<file path="config.mk">
export PLATFORM = sky130hd
export DESIGN_NAME = pt_walker
export DESIGN_NICKNAME = d
export VERILOG_FILES = /design/src/rtl/pt_walker_pkg.sv /design/src/rtl/pt_cfg_regs.sv /design/src/rtl/pt_addr_calc.sv /design/src/rtl/pt_walk_fsm.sv /design/src/rtl/pt_walker.sv
export SDC_FILE = /design/constraint.sdc
export NUM_CORES = 1
export LEC_CHECK = 0
export BUFFER_PORTS_ARGS = -buffer_cell sky130_fd_sc_hd__buf_2
export CORE_MARGIN = 3
export CORE_UTILIZATION = 40
export CTS_CLUSTER_SIZE = 10
export DETAILED_ROUTE_END_ITERATION = 6
export GPL_TIMING_DRIVEN = 0
export SLEW_MARGIN = 0
export SYNTH_ARGS = -nofsm -noshare
export SYNTH_HDL_FRONTEND = slang
export SYNTH_HIERARCHICAL = 1
export SYNTH_SLANG_ARGS = --single-unit
</file>
<file path="constraint.sdc">
create_clock -name clk -period 4.95 [get_ports clk]
set_clock_uncertainty 0.1 [all_clocks]
set_input_delay 0.495 -clock clk [delete_from_list [all_inputs] [get_ports clk]]
set_output_delay 0.495 -clock clk [all_outputs]
set_load 0.02 [all_outputs]
</file>
<file path="src/rtl/pt_walker_pkg.sv">
// Package: shared encodings for the page table walker.
// Assumes: two-bit status and two-bit state fit every configuration.
package pt_walker_pkg;

    // Result codes returned to the CPU side
    typedef enum logic [1:0] {
        XL_OK    = 2'd0,
        XL_BOUND = 2'd1,
        XL_FAULT = 2'd2
    } xl_status_e;

    // Walk sequencer states
    typedef enum logic [1:0] {
        WS_IDLE = 2'd0,
        WS_READ = 2'd1,
        WS_WAIT = 2'd2,
        WS_RESP = 2'd3
    } walk_state_e;

endpackage

</file>
<file path="src/rtl/pt_cfg_regs.sv">
// Module: table base and length registers with a deferred-write slot.
// A write while idle lands on the next edge. A write while busy is parked
// and applied on the first idle cycle. The newest write wins.
// Assumes: busy is high for every cycle a walk is in flight.
module pt_cfg_regs #(
    parameter int BASE_W = 16,
    parameter int LEN_W  = 15
) (
    input  logic              clk,
    input  logic              rst_n,
    input  logic              busy,
    input  logic              wr_en,
    input  logic [BASE_W-1:0] wr_base,
    input  logic [LEN_W-1:0]  wr_len,
    output logic [BASE_W-1:0] base_q,
    output logic [LEN_W-1:0]  len_q,
    output logic              pend_q
);

    logic [BASE_W-1:0] pend_base;
    logic [LEN_W-1:0]  pend_len;

    // Live registers: load direct writes or the parked write when idle
    always_ff @(posedge clk) begin
        if (!rst_n) begin
            base_q <= '0;
            len_q  <= '0;
        end else if (!busy) begin
            if (wr_en) begin
                base_q <= wr_base;
                len_q  <= wr_len;
            end else if (pend_q) begin
                base_q <= pend_base;
                len_q  <= pend_len;
            end
        end
    end

    // Parking slot: capture writes that arrive during a walk
    always_ff @(posedge clk) begin
        if (!rst_n) begin
            pend_q    <= 1'b0;
            pend_base <= '0;
            pend_len  <= '0;
        end else if (!busy) begin
            pend_q <= 1'b0;
        end else if (wr_en) begin
            pend_q    <= 1'b1;
            pend_base <= wr_base;
            pend_len  <= wr_len;
        end
    end

    // Registers must not move while a walk uses them
    p_cfg_frozen_r7: assert property (@(posedge clk) disable iff (!rst_n)
        busy |=> ($stable(base_q) && $stable(len_q)));

    // A parked write reaches the live registers on the first idle edge
    p_pend_apply_r7: assert property (@(posedge clk) disable iff (!rst_n)
        (pend_q && !busy && !wr_en) |=> (!pend_q && base_q == $past(pend_base)
                                          && len_q == $past(pend_len)));

endmodule

</file>
<file path="src/rtl/pt_addr_calc.sv">
// Module: splits the virtual address, checks the page number against the
// table length and forms the entry byte address. Purely combinational.
// Assumes: PTE_BYTES is a power of two; PA_W >= VPN_W.
module pt_addr_calc #(
    parameter int VA_W      = 16,
    parameter int PA_W      = 16,
    parameter int OFF_W     = 2,
    parameter int PTE_BYTES = 4
) (
    input  logic [VA_W-1:0]       vaddr,
    input  logic [PA_W-1:0]       base,
    input  logic [VA_W-OFF_W:0]   len,
    output logic [OFF_W-1:0]      offset,
    output logic                  out_of_range,
    output logic [PA_W-1:0]       pte_addr
);

    localparam int VPN_W  = VA_W - OFF_W;
    localparam int PTE_SH = $clog2(PTE_BYTES);

    logic [VPN_W-1:0] vpn;
    logic [PA_W-1:0]  vpn_wide;

    // Field split and bounds compare (length is one bit wider than vpn)
    always_comb begin
        vpn          = vaddr[VA_W-1:OFF_W];
        offset       = vaddr[OFF_W-1:0];
        out_of_range = ({1'b0, vpn} >= len);
        vpn_wide     = PA_W'(vpn);
    end

    // Entry address: shift for multi-byte entries, plain add for byte entries
    generate
        if (PTE_SH == 0) begin : g_byte_pte
            always_comb pte_addr = base + vpn_wide;
        end else begin : g_wide_pte
            always_comb pte_addr = base + (vpn_wide << PTE_SH);
        end
    endgenerate

endmodule

</file>
<file path="src/rtl/pt_walk_fsm.sv">
// Module: sequencer for one walk: accept, read the entry, judge it, and hold
// the result until the CPU takes it. One walk at a time.
// Assumes: memory returns exactly one rsp pulse per accepted read.
module pt_walk_fsm
    import pt_walker_pkg::*;
#(
    parameter int PA_W    = 16,
    parameter int OFF_W   = 2,
    parameter int DATA_W  = 32
) (
    input  logic              clk,
    input  logic              rst_n,
    input  logic              cfg_hold,
    input  logic              req_valid,
    output logic              req_ready,
    input  logic              out_of_range,
    input  logic [OFF_W-1:0]  offset,
    input  logic [PA_W-1:0]   pte_addr,
    output logic              mem_req_valid,
    input  logic              mem_req_ready,
    output logic [PA_W-1:0]   mem_req_addr,
    input  logic              mem_rsp_valid,
    input  logic [DATA_W-1:0] mem_rsp_data,
    output logic              rsp_valid,
    input  logic              rsp_ready,
    output logic [PA_W-1:0]   rsp_paddr,
    output logic [1:0]        rsp_status,
    output logic              busy
);

    localparam int FRAME_W = PA_W - OFF_W;

    walk_state_e       state_q;
    xl_status_e        status_q;
    logic [PA_W-1:0]   addr_q;
    logic [OFF_W-1:0]  off_q;
    logic [PA_W-1:0]   paddr_q;
    logic              accept;

    // Handshake decode from the current state
    always_comb begin
        req_ready     = (state_q == WS_IDLE) && !cfg_hold;
        accept        = req_valid && req_ready;
        mem_req_valid = (state_q == WS_READ);
        mem_req_addr  = addr_q;
        rsp_valid     = (state_q == WS_RESP);
        rsp_paddr     = paddr_q;
        rsp_status    = status_q;
        busy          = (state_q != WS_IDLE);
    end

    // Walk sequence and result capture
    always_ff @(posedge clk) begin
        if (!rst_n) begin
            state_q  <= WS_IDLE;
            status_q <= XL_OK;
            addr_q   <= '0;
            off_q    <= '0;
            paddr_q  <= '0;
        end else begin
            case (state_q)
                WS_IDLE: begin
                    if (accept) begin
                        off_q  <= offset;
                        addr_q <= pte_addr;
                        if (out_of_range) begin
                            status_q <= XL_BOUND;
                            paddr_q  <= '0;
                            state_q  <= WS_RESP;
                        end else begin
                            state_q  <= WS_READ;
                        end
                    end
                end
                WS_READ: begin
                    if (mem_req_ready) state_q <= WS_WAIT;
                end
                WS_WAIT: begin
                    if (mem_rsp_valid) begin
                        state_q <= WS_RESP;
                        if (mem_rsp_data[DATA_W-1]) begin
                            status_q <= XL_OK;
                            paddr_q  <= {mem_rsp_data[FRAME_W-1:0], off_q};
                        end else begin
                            status_q <= XL_FAULT;
                            paddr_q  <= '0;
                        end
                    end
                end
                WS_RESP: begin
                    if (rsp_ready) state_q <= WS_IDLE;
                end
                default: state_q <= WS_IDLE;
            endcase
        end
    end

    // Out-of-range request answers next cycle without touching memory
    p_bound_no_read_r3: assert property (@(posedge clk) disable iff (!rst_n)
        (accept && out_of_range) |=> (rsp_valid && !mem_req_valid
                                      && rsp_status == 2'd1));

    // Error responses carry a zero address
    p_err_zero_r4: assert property (@(posedge clk) disable iff (!rst_n)
        (rsp_valid && rsp_status != 2'd0) |-> (rsp_paddr == '0));

    // A success only follows a memory response
    p_ok_after_read_r5: assert property (@(posedge clk) disable iff (!rst_n)
        ($rose(rsp_valid) && rsp_status == 2'd0) |-> $past(mem_rsp_valid));

    // No acceptance while a result waits
    p_single_r6: assert property (@(posedge clk) disable iff (!rst_n)
        rsp_valid |-> !req_ready);

    // Result held until taken
    p_rsp_hold_r8: assert property (@(posedge clk) disable iff (!rst_n)
        (rsp_valid && !rsp_ready) |=> (rsp_valid && $stable(rsp_paddr)
                                       && $stable(rsp_status)));

    // Read request held until taken
    p_memreq_hold_r9: assert property (@(posedge clk) disable iff (!rst_n)
        (mem_req_valid && !mem_req_ready) |=> (mem_req_valid
                                               && $stable(mem_req_addr)));

endmodule

</file>
<file path="src/rtl/pt_walker.sv">
// Module: top of the single-level page table walker.
// Wires the configuration registers, the address calculator and the walk
// sequencer. Assumes PAGE_BYTES and PTE_BYTES are powers of two and that
// the frame field fits below the valid bit of an entry.
module pt_walker #(
    parameter int VA_W       = 16,
    parameter int PA_W       = 16,
    parameter int PAGE_BYTES = 4,
    parameter int PTE_BYTES  = 4,
    parameter int DATA_W     = 32,
    localparam int OFF_W     = $clog2(PAGE_BYTES),
    localparam int VPN_W     = VA_W - OFF_W,
    localparam int LEN_W     = VPN_W + 1
) (
    input  logic              clk,
    input  logic              rst_n,
    input  logic              cfg_we,
    input  logic [PA_W-1:0]   cfg_base,
    input  logic [LEN_W-1:0]  cfg_len,
    input  logic              req_valid,
    output logic              req_ready,
    input  logic [VA_W-1:0]   req_vaddr,
    output logic              rsp_valid,
    input  logic              rsp_ready,
    output logic [PA_W-1:0]   rsp_paddr,
    output logic [1:0]        rsp_status,
    output logic              mem_req_valid,
    input  logic              mem_req_ready,
    output logic [PA_W-1:0]   mem_req_addr,
    input  logic              mem_rsp_valid,
    input  logic [DATA_W-1:0] mem_rsp_data
);

    logic              busy;
    logic              cfg_pend;
    logic [PA_W-1:0]   base_q;
    logic [LEN_W-1:0]  len_q;
    logic [OFF_W-1:0]  offset;
    logic              out_of_range;
    logic [PA_W-1:0]   pte_addr;

    pt_cfg_regs #(
        .BASE_W (PA_W),
        .LEN_W  (LEN_W)
    ) cfg_i (
        .clk     (clk),
        .rst_n   (rst_n),
        .busy    (busy),
        .wr_en   (cfg_we),
        .wr_base (cfg_base),
        .wr_len  (cfg_len),
        .base_q  (base_q),
        .len_q   (len_q),
        .pend_q  (cfg_pend)
    );

    pt_addr_calc #(
        .VA_W      (VA_W),
        .PA_W      (PA_W),
        .OFF_W     (OFF_W),
        .PTE_BYTES (PTE_BYTES)
    ) calc_i (
        .vaddr        (req_vaddr),
        .base         (base_q),
        .len          (len_q),
        .offset       (offset),
        .out_of_range (out_of_range),
        .pte_addr     (pte_addr)
    );

    pt_walk_fsm #(
        .PA_W   (PA_W),
        .OFF_W  (OFF_W),
        .DATA_W (DATA_W)
    ) fsm_i (
        .clk           (clk),
        .rst_n         (rst_n),
        .cfg_hold      (cfg_pend),
        .req_valid     (req_valid),
        .req_ready     (req_ready),
        .out_of_range  (out_of_range),
        .offset        (offset),
        .pte_addr      (pte_addr),
        .mem_req_valid (mem_req_valid),
        .mem_req_ready (mem_req_ready),
        .mem_req_addr  (mem_req_addr),
        .mem_rsp_valid (mem_rsp_valid),
        .mem_rsp_data  (mem_rsp_data),
        .rsp_valid     (rsp_valid),
        .rsp_ready     (rsp_ready),
        .rsp_paddr     (rsp_paddr),
        .rsp_status    (rsp_status),
        .busy          (busy)
    );

endmodule

</file>
==> flow_summary.toml <==
[floorplan]
die_h_um = 126
coreArea_sq_um = 13900
initial_utilization = 0.412
fp-row-count = 43
die_w_um = 126
die_area_sq_um = 15800
ios = 123

[timing]
report.final.slew_viol_count = 0
fmax_mhz = 383
rsz0062_at_grt = "false"
fin_setup_tns_ps = 0
fin_crit_sh = 0.528
setup_viol = 0
tightest_slew_ps = 597
fin_ws_ps = 2340
relSlewSlack = 0.602
period_minus_slack_ps = 2610
whs_ps = 280
hold_violations = 0

[synthesis]
synth_fp_nets = 735
yosys.area.top_type = "dfxtp_1"
synth_area_leaders = "dfxtp_1, mux2i_1, o32ai_2, nand2_1, ha_1"
synth.most_common_cell = "nand2_1"
yosysSeqAreaShare = 0.353
async_reset_ff_frac = 0
ys.flop_type = "dfxtp_1"
syn-cell-area_sq_um = 5730
netlist_top_cells_count = "nand2_1, dfxtp_1, mux2i_1"
ys_types = 55
synth_edf_count = 0
netlist_instances = 617
synth_top_cell_area_share = 0.353
syn_area_per_cell_sq_um = 9.29
ys_seq_elements = 101
yosysWarnings = 6

[clock_network]
cts_tree = "built"
cts_setup_buffers = 0
cts_buffers = 9
cts_hold_buf = 0
clock_latency_ps = 360
clockBufferDepth = 2
clk_pin_slew_ps = 70
cts_root_buffer = "clkbuf_16"
cts_resized = 0
cts.sinks = 101
htreeDepth = 3

[finish]
ff_latch_area_sq_um = 2020
n_fill_cell = 1372
final_net_count = 849
multi_input_area_sq_um = 3270
antennaDiodeCount = 0
areaGrowthSynthToFinish_pct = 18.5
drive_gt1_frac = 0.261
final_area_sq_um = 6800

[place]
hpwl_um = 11400
place_ws_ps = 2090
place.gp.congestion = 0.838
place_area_sq_um = 6470
port_buffers = 103

[pwr]
seqPwrFrac = 0.346
p_per_area_nw_per_um2 = 435
swShare = 0.365
vdd_ir_drop_max_mv = 0.207
p_leak_nw = 3.04
intPower_mw = 1.88
p_sw_mw = 1.08
p_comb_frac = 0.394
clock_power_share = 0.260

[global_route]
grt_max_degree = 18
grt-ovfl-total = 0
grt_pass1_vias = 4858
track_usage = 0.182
grt_pass1_wl_um = 23500
antenna_found_initial = 0

[setup_path]
rrSetupSlack_ps = 2340
crit_required_ps = 5090
cp_max_fo = 10
start_kind = "flip-flop"
critPathArrivalTime_ps = 2750
criticalPathCategory = "flip-flop to flip-flop"
worst-r2r-cell-count = 11
cp-end-kind = "flip-flop"
r2r-end = "fsm_i/rsp_paddr[5]$_SDFFE_PN0P_"
crit-reg2reg-launch = "cfg_i/len_q[0]$_SDFFE_PN0P_"

[routing]
wl_um = 14400
avgRoutedWirePerCell_um = 15.7
vias = 4745
drtIter0Drc = 205
drc = 0
vias_per_cell = 5.18
drt-pass1-iter-count = 4
final_antenna_net_count = 0

[worst_hold_path]
holdPathStages = 3
min_to = "fsm_i/rsp_paddr[13]$_SDFFE_PN0P_"
hp-start = "mem_rsp_data[11]"
hold_path.class = "input pin to flip-flop"

[run]
drv_cap = 0

[status]
status = "completed"
==> layout by cell type (no fill, tap or decap), types with 2 or more instances in the layout <==
| master | Yosys | routed |
|---|---|---|
| nor2_1 | 16 | 16 |
| dfxtp_1 | 101 | 101 |
| a31oi_1 | 2 | 2 |
| bufinv_16 | 0 | 2 |
| o21ai_0 | 4 | 4 |
| a21boi_0 | 31 | 31 |
| xnor2_1 | 8 | 8 |
| o21ba_2 | 2 | 2 |
| a21o_1 | 11 | 11 |
| nor2b_1 | 3 | 3 |
| clkbuf_1 | 20 | 20 |
| o21a_1 | 32 | 32 |
| buf_4 | 4 | 4 |
| buf_8 | 3 | 3 |
| clkbuf_16 | 0 | 9 |
| o32ai_1 | 2 | 2 |
| buf_6 | 7 | 7 |
| nand2b_1 | 5 | 5 |
| nand2_1 | 106 | 106 |
| nand3_1 | 5 | 5 |
| nand4_1 | 2 | 2 |
| and3_1 | 32 | 32 |
| inv_1 | 29 | 29 |
| xor2_1 | 2 | 2 |
| o32ai_2 | 29 | 29 |
| clkinv_2 | 0 | 2 |
| a211oi_1 | 4 | 4 |
| a21oi_1 | 30 | 30 |
| mux2i_1 | 48 | 48 |
| o21ai_1 | 2 | 2 |
| a21oi_2 | 2 | 2 |
| ha_1 | 31 | 31 |
| nand3b_1 | 2 | 2 |
| o211ai_1 | 2 | 2 |
| o21ai_2 | 2 | 2 |
| buf_2 | 16 | 119 |
==> cell families after synthesis <==
kind of cell    share of synthesized area
compound gates                      0.257
xor+xnor                           0.0153
fa+ha+maj                          0.0711
buf+inv                            0.0764
flops                               0.353
mux                                0.0858
simple gates                        0.142
==> routing by layer <==
layer  global-route usage  share of wire
met1                0.220           0.46
met2                0.316           0.48
met3               0.0458          0.043
met4               0.0593          0.020
met5                    0              0
==> power groups by stage <==
| stage | Sequential (mW) | Combinational, mW | Clock (mW) |
|---|---|---|---|
| finish | 1.02 | 1.17 | 0.769 |
| global route | 1.04 | 1.28 | 0.821 |
| CTS | 1.03 | 1.17 | 0.790 |
| detailed placement | 1.04 | 1.17 | 0 |
| global placement | 1.04 | 1.14 | 0 |
| floorplan | 1.07 | 0.843 | 0 |
==> cell type report <==
cell class,instances,share of cell area
multi-input cells,436,0.482
plain buffers,51,0.0484
inverters,29,0.0160
repair buffers,103,0.0758
clock buffers,9,0.0331
flip-flops and latches,101,0.297
clock inverters,7,0.0144
well taps,180,0.0331
==> flip-flops by register name, summed over array words and instances (netlist names) <==
name	flops
cfg_i/base_q	16
cfg_i/len_q	15
cfg_i/pend_base	16
cfg_i/pend_len	15
cfg_i/pend_q	1
fsm_i/mem_req_addr	16
fsm_i/off_q	2
fsm_i/rsp_paddr	16
fsm_i/rsp_status	2
fsm_i/state_q	2
==> per-stage QoR <==
stage	power, mW	utilization	instances
CTS	2.99	0.488	916
floorplan	1.91	-	617
finish	2.96	0.488	916
global route	3.15	0.488	916
detailed placement	2.21	0.465	900
global placement	2.18	0.465	900
==> critical path, stage by stage (launching register included) <==
cell	delay, ps
dfxtp_1	350
ha_1	270
nand2b_1	90
a21o_1	110
a21oi_1	60
o21a_1	170
o21ai_0	410
nand3b_1	170
a211o_1	330
buf_6	150
buf_12	150
mux2i_1	110
==> how the worst max path moves through the flow <==
stage / from / end / cells after the start
after global placement: req_vaddr[2] / fsm_i/rsp_paddr[5]$_SDFFE_PN0P_ / 13
after floorplan: req_vaddr[2] / fsm_i/rsp_paddr[10]$_SDFFE_PN0P_ / 12
final: cfg_i/len_q[0]$_SDFFE_PN0P_ / fsm_i/rsp_paddr[5]$_SDFFE_PN0P_ / 11
after detailed placement: req_vaddr[2] / fsm_i/rsp_paddr[8]$_SDFFE_PN0P_ / 13
after global routing: cfg_i/len_q[0]$_SDFFE_PN0P_ / fsm_i/rsp_paddr[6]$_SDFFE_PN0P_ / 11
after CTS: cfg_i/len_q[0]$_SDFFE_PN0P_ / fsm_i/rsp_paddr[7]$_SDFFE_PN0P_ / 11
No activity file was read; power rests on OpenSTA's default activity.
